[config.mk]
export PLATFORM = sky130hd
export DESIGN_NAME = plcp_rx_errcnt
export DESIGN_NICKNAME = d
export VERILOG_FILES = /design/src/rtl/plcp_errcnt_pkg.sv /design/src/rtl/plcp_fe_detect.sv /design/src/rtl/plcp_bip_eval.sv /design/src/rtl/plcp_sat_cnt.sv /design/src/rtl/plcp_rx_errcnt.sv
export SDC_FILE = /design/constraint.sdc
export NUM_CORES = 1
export LEC_CHECK = 0
export BUFFER_PORTS_ARGS = -buffer_cell sky130_fd_sc_hd__buf_2
export CORE_MARGIN = 5
export CORE_UTILIZATION = 37
export CTS_CLUSTER_SIZE = 25
export DETAILED_ROUTE_END_ITERATION = 8
export GPL_TIMING_DRIVEN = 0
export SYNTH_ARGS = -nofsm -noshare
export SYNTH_HDL_FRONTEND = slang
export SYNTH_SLANG_ARGS = --single-unit
[constraint.sdc]
create_clock -name clk -period 3.2 [get_ports clk]
set_clock_uncertainty 0.05 [all_clocks]
set_input_delay 0.64 -clock clk [delete_from_list [all_inputs] [get_ports clk]]
set_output_delay 0.64 -clock clk [all_outputs]
set_load 0.02 [all_outputs]
[src/rtl/plcp_errcnt_pkg.sv]
package plcp_errcnt_pkg;

   localparam int          BYTE_W   = 8;
   localparam int          ROWS     = 12;
   localparam int          IDX_W    = 4;
   localparam int          REI_W    = $clog2(BYTE_W + 1);
   localparam int          FE_INC_W = 2;
   localparam logic [7:0]  A1_EXP   = 8'hF6;
   localparam logic [7:0]  A2_EXP   = 8'h28;

   typedef struct packed {
      logic oof_mode;
      logic poi_dis;
      logic blk_mode;
   } mode_t;

   // Row 0 carries the highest indicator code, row 11 the lowest.
   function automatic logic [7:0] poi_expected(input logic [IDX_W-1:0] idx);
      logic [7:0] v;
      case (idx)
         4'd0:    v = 8'h2C;
         4'd1:    v = 8'h29;
         4'd2:    v = 8'h25;
         4'd3:    v = 8'h20;
         4'd4:    v = 8'h1C;
         4'd5:    v = 8'h19;
         4'd6:    v = 8'h15;
         4'd7:    v = 8'h10;
         4'd8:    v = 8'h0D;
         4'd9:    v = 8'h08;
         4'd10:   v = 8'h04;
         4'd11:   v = 8'h01;
         default: v = 8'h00;
      endcase
      return v;
   endfunction

endpackage

[src/rtl/plcp_fe_detect.sv]
module plcp_fe_detect
   import plcp_errcnt_pkg::*;
(
   input  logic                 oof_mode,
   input  logic                 poi_dis,
   input  logic                 row_vld,
   input  logic [7:0]           row_a1,
   input  logic [7:0]           row_a2,
   input  logic [7:0]           row_poi,
   input  logic [IDX_W-1:0]     row_idx,
   input  logic                 oof_evt,
   output logic [FE_INC_W-1:0]  fe_inc
);

   logic a1_bad, a2_bad, poi_bad;
   logic [FE_INC_W-1:0] byte_sum;

   always_comb begin
      a1_bad   = (row_a1 != A1_EXP);
      a2_bad   = (row_a2 != A2_EXP);
      poi_bad  = !poi_dis && (row_poi != poi_expected(row_idx));
      byte_sum = FE_INC_W'(a1_bad) + FE_INC_W'(a2_bad) + FE_INC_W'(poi_bad);
      if (oof_mode)
         fe_inc = FE_INC_W'(oof_evt);
      else if (row_vld)
         fe_inc = byte_sum;
      else
         fe_inc = '0;
   end

endmodule

[src/rtl/plcp_bip_eval.sv]
module plcp_bip_eval
   import plcp_errcnt_pkg::*;
(
   input  logic               blk_mode,
   input  logic [BYTE_W-1:0]  bip,
   input  logic [BYTE_W-1:0]  b1,
   output logic [REI_W-1:0]   pe_raw
);

   logic [BYTE_W-1:0] diff;
   logic [REI_W-1:0]  part [0:BYTE_W];

   assign diff    = bip ^ b1;
   assign part[0] = '0;

   // Adder chain over the mismatch vector.
   for (genvar g = 0; g < BYTE_W; g++) begin : g_pop
      assign part[g+1] = part[g] + REI_W'(diff[g]);
   end

   assign pe_raw = blk_mode ? REI_W'(|diff) : part[BYTE_W];

endmodule

[src/rtl/plcp_sat_cnt.sv]
module plcp_sat_cnt #(
   parameter int CNT_W = 16,
   parameter int INC_W = 4
) (
   input  logic              clk,
   input  logic              rst_n,
   input  logic [INC_W-1:0]  inc,
   input  logic              lat,
   output logic [CNT_W-1:0]  hold
);

   localparam logic [CNT_W-1:0] MAX_CNT = '1;

   if (INC_W >= CNT_W) begin : g_bad_width
      $error("plcp_sat_cnt: INC_W must be below CNT_W");
   end

   logic [CNT_W-1:0] cnt, base, nxt;
   logic [CNT_W:0]   sum;

   always_comb begin
      base = lat ? '0 : cnt;
      sum  = {1'b0, base} + (CNT_W+1)'(inc);
      nxt  = sum[CNT_W] ? MAX_CNT : sum[CNT_W-1:0];
   end

   always_ff @(posedge clk or negedge rst_n) begin
      if (!rst_n) begin
         cnt  <= '0;
         hold <= '0;
      end else begin
         cnt <= nxt;
         if (lat) hold <= cnt;
      end
   end

   a_r8_sat_sticks: assert property (@(posedge clk) disable iff (!rst_n)
      (cnt == MAX_CNT && !lat) |=> cnt == MAX_CNT);
   a_r8_no_wrap: assert property (@(posedge clk) disable iff (!rst_n)
      !lat |=> cnt >= $past(cnt));
   a_r9_latch_copy: assert property (@(posedge clk) disable iff (!rst_n)
      lat |=> hold == $past(cnt));
   a_r9_no_loss: assert property (@(posedge clk) disable iff (!rst_n)
      lat |=> cnt == CNT_W'($past(inc)));
   a_r9_hold_stable: assert property (@(posedge clk) disable iff (!rst_n)
      !lat |=> $stable(hold));

endmodule

[src/rtl/plcp_rx_errcnt.sv]
module plcp_rx_errcnt
   import plcp_errcnt_pkg::*;
#(
   parameter int CNT_W = 16
) (
   input  logic              clk,
   input  logic              rst_n,
   input  logic              row_vld,
   input  logic [7:0]        row_a1,
   input  logic [7:0]        row_a2,
   input  logic [7:0]        row_poi,
   input  logic [3:0]        row_idx,
   input  logic              frm_vld,
   input  logic [7:0]        frm_bip,
   input  logic [7:0]        frm_b1,
   input  logic              oof_evt,
   input  logic              cfg_oof_mode,
   input  logic              cfg_poi_dis,
   input  logic              cfg_blk_mode,
   input  logic              lat_stb,
   output logic [CNT_W-1:0]  fe_hold,
   output logic [CNT_W-1:0]  pe_hold,
   output logic [3:0]        rei
);

   if (CNT_W <= REI_W || CNT_W > 32) begin : g_bad_cnt_w
      $error("plcp_rx_errcnt: CNT_W must be in %0d..32", REI_W + 1);
   end

   mode_t                mode_q;
   logic [FE_INC_W-1:0]  fe_inc;
   logic [REI_W-1:0]     pe_raw, pe_inc;

   // Mode only moves at a frame boundary.
   always_ff @(posedge clk or negedge rst_n) begin
      if (!rst_n) begin
         mode_q <= '0;
         rei    <= '0;
      end else if (frm_vld) begin
         mode_q <= '{oof_mode: cfg_oof_mode, poi_dis: cfg_poi_dis, blk_mode: cfg_blk_mode};
         rei    <= pe_inc;
      end
   end

   plcp_fe_detect i_fe_detect (
      .oof_mode (mode_q.oof_mode),
      .poi_dis  (mode_q.poi_dis),
      .row_vld  (row_vld),
      .row_a1   (row_a1),
      .row_a2   (row_a2),
      .row_poi  (row_poi),
      .row_idx  (row_idx),
      .oof_evt  (oof_evt),
      .fe_inc   (fe_inc)
   );

   plcp_bip_eval i_bip_eval (
      .blk_mode (mode_q.blk_mode),
      .bip      (frm_bip),
      .b1       (frm_b1),
      .pe_raw   (pe_raw)
   );

   assign pe_inc = frm_vld ? pe_raw : '0;

   plcp_sat_cnt #(.CNT_W(CNT_W), .INC_W(FE_INC_W)) i_fe_cnt (
      .clk   (clk),
      .rst_n (rst_n),
      .inc   (fe_inc),
      .lat   (lat_stb),
      .hold  (fe_hold)
   );

   plcp_sat_cnt #(.CNT_W(CNT_W), .INC_W(REI_W)) i_pe_cnt (
      .clk   (clk),
      .rst_n (rst_n),
      .inc   (pe_inc),
      .lat   (lat_stb),
      .hold  (pe_hold)
   );

   a_r2_row_idx_legal: assert property (@(posedge clk) disable iff (!rst_n)
      row_vld |-> row_idx < IDX_W'(ROWS));
   a_r4_oof_single: assert property (@(posedge clk) disable iff (!rst_n)
      mode_q.oof_mode |-> fe_inc <= FE_INC_W'(1));
   a_r11_oof_ignored: assert property (@(posedge clk) disable iff (!rst_n)
      (!mode_q.oof_mode && !row_vld) |-> fe_inc == '0);
   a_r6_block_limit: assert property (@(posedge clk) disable iff (!rst_n)
      (frm_vld && mode_q.blk_mode) |=> rei <= 4'd1);
   a_r7_rei_range: assert property (@(posedge clk) disable iff (!rst_n)
      rei <= 4'(BYTE_W));
   a_r7_rei_hold: assert property (@(posedge clk) disable iff (!rst_n)
      !frm_vld |=> $stable(rei));
   a_r10_mode_frame: assert property (@(posedge clk) disable iff (!rst_n)
      !frm_vld |=> $stable(mode_q));

endmodule

Word level (Yosys, flattened, before mapping)
Memories as Yosys holds them, arrays and structs flattened.
Cells that the tools add are included.
Cells by class
  equality and inequality tests: 3
  reductions and logical operators: 3
  bitwise operators: 1
  muxes and demuxes: 8
  add/subtract/negate cells: 11
Operators with widths (number)
  $mux 16: 4
  $add 4x1->4: 6
  $add 16x2->17: 1
  $add 16x4->17: 1
  $mux 4: 2
  $ne 8x6->1 const B: 1
  $ne 8x8->1: 1
  $ne 8x8->1 const B: 1
  $reduce_or 8->1: 1
  $xor 8x8->8: 1
  $add 1x1->2: 2
  $mux 2: 2
  $add 2x1->2: 1
  $logic_and 1x1->1: 1
  $logic_not 1->1: 1
Storage, ports and cells
  memories: 1
  bits of input ports: 53
  ROM bits: 80
  output and inout port bits: 36
  register bits: 71
Memories
  (name not given): words 16, bits a word 5, read ports 1, clocked after Yosys merged registers in 0, write ports 0, line plcp_errcnt_pkg.sv:20  | case (idx)

Longest topological paths before layout
  depth in word-level cells: 12
  depth in mapped cells: 17
  gate-level depth less buffers: 16

Hierarchy
Synthesis repeated with hierarchy kept, for this count alone.
Unflattened totals
  cell total of the unflattened synthesis: 344
  area, all modules: 3937.5 sq um
By module, submodules not included
  plcp_sat_cnt at i_pe_cnt: cells an instance 123, area an instance 1552.7 sq um, sequential area each 800.8 sq um, times used 1
  plcp_sat_cnt at i_fe_cnt: cells an instance 131, area an instance 1514.0 sq um, sequential area each 800.8 sq um, times used 1
  plcp_rx_errcnt: cells an instance 19, area an instance 317.8 sq um, sequential area each 175.2 sq um, times used 1
  plcp_bip_eval: cells an instance 34, area an instance 285.3 sq um, sequential area each 0.0 sq um, times used 1
  plcp_fe_detect: cells an instance 37, area an instance 267.8 sq um, sequential area each 0.0 sq um, times used 1

Worst setup path before layout
OpenSTA, ideal clock, no wires.
  kind: input -> register
  start: input frm_b1[0]
  end: register i_pe_cnt.cnt[15]
  arrival time: 4573 ps
  path buffers: 0
  stages on the path: 14
  slack: -1547 ps
  required time: 3025 ps
  library setup time: 125 ps
  cells stage by stage: xor2_1 ha_1 fa_1 inv_1 fa_1 fa_1 inv_1 fa_1 and2_1 fa_1 a21o_1 a21oi_1 a21oi_1 mux2_2
On the way
  cells in the longest elaborated chain, start to end: 12
  elaborated cells between the ends (all ways): 13
Ends and longest elaborated chain
  start, declared: line plcp_rx_errcnt.sv:15  | input logic [7:0] frm_b1,
  $xor 8x8->8: line plcp_bip_eval.sv:13  | assign diff = bip ^ b1;
  $add 1x1->2: line plcp_bip_eval.sv:18  | assign part[g+1] = part[g] + REI_W'(diff[g]);
  $add 4x1->4 (6 in series): line plcp_bip_eval.sv:18
  $mux 4: line plcp_bip_eval.sv:21  | assign pe_raw = blk_mode ? REI_W'(|diff) : part[BYTE_W];
  $mux 4: line plcp_rx_errcnt.sv:64  | assign pe_inc = frm_vld ? pe_raw : '0;
  via i_pe_cnt.inc[1]: line plcp_sat_cnt.sv:7  | input logic [INC_W-1:0] inc,
  $add 16x4->17: line plcp_sat_cnt.sv:23  | sum = {1'b0, base} + (CNT_W+1)'(inc);
  $mux 16: line plcp_sat_cnt.sv:24  | nxt = sum[CNT_W] ? MAX_CNT : sum[CNT_W-1:0];
  via i_pe_cnt.nxt[15]: line plcp_sat_cnt.sv:18  | logic [CNT_W-1:0] cnt, base, nxt;
  end signal, assigned: line plcp_sat_cnt.sv:32  | cnt <= nxt;
  end, declared: line plcp_sat_cnt.sv:18
The timed path passes the listed nets, and every way through them passes these cells.
A chain may end at the register's enable or synchronous reset.

Worst setup path after layout
  start: input frm_b1[0]
  end: register i_pe_cnt.cnt[8]
On the way
  cells in the longest elaborated chain, start to end: 12
  elaborated cells between the ends (all ways): 13
Ends and longest elaborated chain (line)
  $xor 8x8->8 (*): plcp_bip_eval.sv:13
  $add 1x1->2: plcp_bip_eval.sv:18
  $add 4x1->4 (6 in series): plcp_bip_eval.sv:18
  $mux 4 (*): plcp_bip_eval.sv:21
  $mux 4 (*): plcp_rx_errcnt.sv:64
  via i_pe_cnt.inc[0]: plcp_sat_cnt.sv:7
  $add 16x4->17 (*): plcp_sat_cnt.sv:23
  $mux 16 (*): plcp_sat_cnt.sv:24
  via i_pe_cnt.nxt[8]: plcp_sat_cnt.sv:18
Mark *: on every way through the listed nets, which the timed path passes. The rest lies on a longest branch.

==> results.toml <==
[outcome]
status = "finished, violations left"
violations = "negative setup slack"

[logic_synthesis]
yosys_most_used_dff = "dfrtp_1"
syn-cell-area_sq_um = 3890
yosys.area.top_type = "dfrtp_1"
avgSynthCellArea_sq_um = 10.9
synthTopCellsByArea = "dfrtp_1 46%, mux2_2 10%, ha_1 3.9%, xnor2_1 3.8%, fa_1 3.6%"
synth_edf_count = 0
synth_top_area_share = 0.457
yosys_warnings = 0
yosysUniqueCellTypes = 56
netlist_top_cells_count = "71 x dfrtp_1, 36 x mux2_2, 24 x nand2_1"
synth_seq_area_share = 0.457
synth_seq_cells = 71
synth_most_common_cell = "dfrtp_1"
syn-instance-count = 357
synthArstFlopShare = 1.00
syn-num-nets = 429

[sta]
period_minus_slack_ns = 4.27
max_freq_ghz = 0.234
drv_slew = 0
post-route-period-util = 1.33
finalSetupViolCount = 33
finalWorstSetupSlack_ns = -1.07
tightest_slew_ns = 0.899
hold_viol = 0
relSlewSlack = 0.401
rsz0062_at_grt = "true"

[power]
power_density_nw_per_um2 = 438
ir_drop_uv = 394
leakagePower_nw = 2.62
p_total_mw = 2.31

[cts]
worstSkewPairLatency_ns = 0.35
clock_sinks = 71
cts_root_buf = "clkbuf_8"
tritoncts = "built"
clk_pin_slew_worst_paths_ns = 0.08
cts_made_buffers = 9
hold_buffers = 0
htree_levels = 3
clockBufferDepth = 2

[floorplanning]
io_pins = 89
initial_utilization = 0.378
dieArea_sq_um = 12700
core-area_sq_um = 10300
dieHeight_um = 112
fp.dieW_um = 112
num_rows = 37

[detailed_routing]
drtIter0Drc = 117
ant_nets = 0
drt_pass1_iterations = 5
drc = 0
wl_um = 9530
avgViaCountPerCell = 5.22
routedWlPerCell_um = 15.4
vias = 3220

[critical_path]
critPathMaxStageDelay_ns = 0.50
reg2reg_to = "i_fe_cnt.cnt[10]$_DFF_PN0_"
r2r-start = "mode_q[1]$_DFFE_PN0P_"
critPathSlowestCell = "fa_1"
crit_family = "adder cells"
cp_num_buf_inv = 4
endpoint_kind = "flip-flop"
worstPathRequired_ns = 3.44
cp_max_fo = 7
rrSetupSlack_ns = 0.26
crit_chain = "buf_6, xor2_2, ha_1, fa_1, inv_1, fa_1, fa_2, inv_2, o21ai_2, a41oi_2, ha_2, fa_2, a21o_1, a21oi_4, buf_4, or4_4, nand3_2"
rr_worst_depth = 13
crit_type = "in -> reg"
arrival_ns = 4.51
start_kind = "input port"

[final_layout]
diodes = 0
final_nets = 549
nFillCells = 996
utilization = 0.514
fin_cells = 617
area_growth_pct = 36.0
final_area_sq_um = 5290
drive_above_1_share = 0.493

[place]
placed_area_sq_um = 4670
gp_congestion = 0.798
dp_cells = 581
port_buffers = 88
dp_slack_ns = -1.66
post-dp-hpwl_um = 6600

[min_path]
min_path_type = "in -> async"

[grt]
grt_pass1_wl_um = 15900
grt.total_usage = 0.155
antenna_found_initial = 0
grt_max_degree = 72
grt_pass1_vias = 3287
grt_overflow = 0

[flow_run]
maxCapViolCount = 0
worst max path at each step:
| stage | from | cells after the start | endpoint |
|---|---|---|---|
| 4_1_cts | frm_b1[0] | 16 | i_pe_cnt.cnt[3]$_DFF_PN0_ |
| 2_1_floorplan | frm_b1[1] | 14 | i_pe_cnt.cnt[15]$_DFF_PN0_ |
| 6_report | frm_b1[0] | 17 | i_pe_cnt.cnt[8]$_DFF_PN0_ |
| 3_5_place_dp | frm_b1[1] | 16 | i_pe_cnt.cnt[13]$_DFF_PN0_ |
| 5_1_grt | frm_b1[0] | 17 | i_pe_cnt.cnt[8]$_DFF_PN0_ |
| 3_3_place_gp | frm_b1[1] | 16 | i_pe_cnt.cnt[13]$_DFF_PN0_ |
placed cells by master, fill, tap and decap left out, drive strengths merged, types with 2 or more instances in the layout:
master and n:
a211oi 2, a21o 6, a21oi 7, a31oi 3, a41oi 2, and2 4, and3 6, and4 4
and4b 2, buf 115, clkbuf 13, clkinv 5, dfrtp 71, fa 7, ha 12, inv 19
mux2 36, nand2 25, nand2b 6, nand3 17, nand4 6, nor2 13, nor2b 16, nor3 7
nor4b 4, o211ai 3, o21ai 16, o21bai 2, o311ai 3, or2 2, or3 3, or4 4
xnor2 17, xor2 3
flip-flops by register name (all words and copies together) (netlist names):
| register | flops |
|---|---|
| mode_q | 3 |
| i_fe_cnt.cnt | 16 |
| i_fe_cnt.hold | 16 |
| i_pe_cnt.cnt | 16 |
| i_pe_cnt.hold | 16 |
| rei | 4 |
where the power goes:
part           internal [mW]  switching (mW)  leakage (nW)  total, mW
logic                  0.286           0.313          1.56      0.599
registers              0.979          0.0448         0.964       1.02
clock network          0.354           0.337        0.0988      0.690
cell families (layout without fill, tap and decap cells):
group,after synthesis,in the layout,synth area share
AOI/OAI and AO/OA,57,57,0.101
xor gates and xnor gates,20,20,0.0451
adders and majority gates,19,19,0.0747
buffers and inverters,30,153,0.0325
DFF,71,71,0.457
muxes,37,37,0.107
and+or+nand+nor,123,124,0.183
routing by layer:
metal  vias to the layer above  track usage  wire length (um)
li1                       1536            -                 -
met4                         0       0.0529               163
met5                         -            0                 0
met1                      1601        0.193              4060
met2                        68        0.259              4860
met3                        15       0.0431               442
worst reg2reg max path, cell delays in order, from the launching register on:
cell and delay (ns):
dfrtp_1 0.38, a31oi_2 0.06, fa_1 0.51, nand2_1 0.06, o21ai_2 0.11, ha_2 0.20, inv_2 0.04, fa_2 0.34
or3b_4 0.41, nor4_4 0.15, buf_6 0.18, buf_4 0.12, and3_4 0.18, o21ai_2 0.05
final cells by class:
type                            instances  area, sq um  share of cell area
Multi-Input combinational cell        257         2330               0.440
Tap cell                              136          170              0.0322
Inverter                               19         86.3              0.0163
Sequential cell                        71         1780               0.336
Clock inverter                          6         62.6              0.0118
Clock buffer                            9          124              0.0234
Timing Repair Buffer                  108          668               0.126
Buffer                                 11         70.1              0.0133
through the flow:
stage,hold slack (ns),setup TNS [ns]
2_1_floorplan,0.294,-25.95
3_3_place_gp,0.412,-40.94
3_5_place_dp,0.421,-42.05
4_1_cts,0.384,-23.08
5_1_grt,0.423,-25.75
6_report,0.366,-22.35
timing repair:
action | in CTS | in global routing
resized for setup | 37 | 22
setup endpoints to repair | 32 | 34
gates cloned | 1 | 1
pin swaps | 24 | 8
setup buffers | 13 | 7
Note: power is estimated with default switching activity, not from simulation.
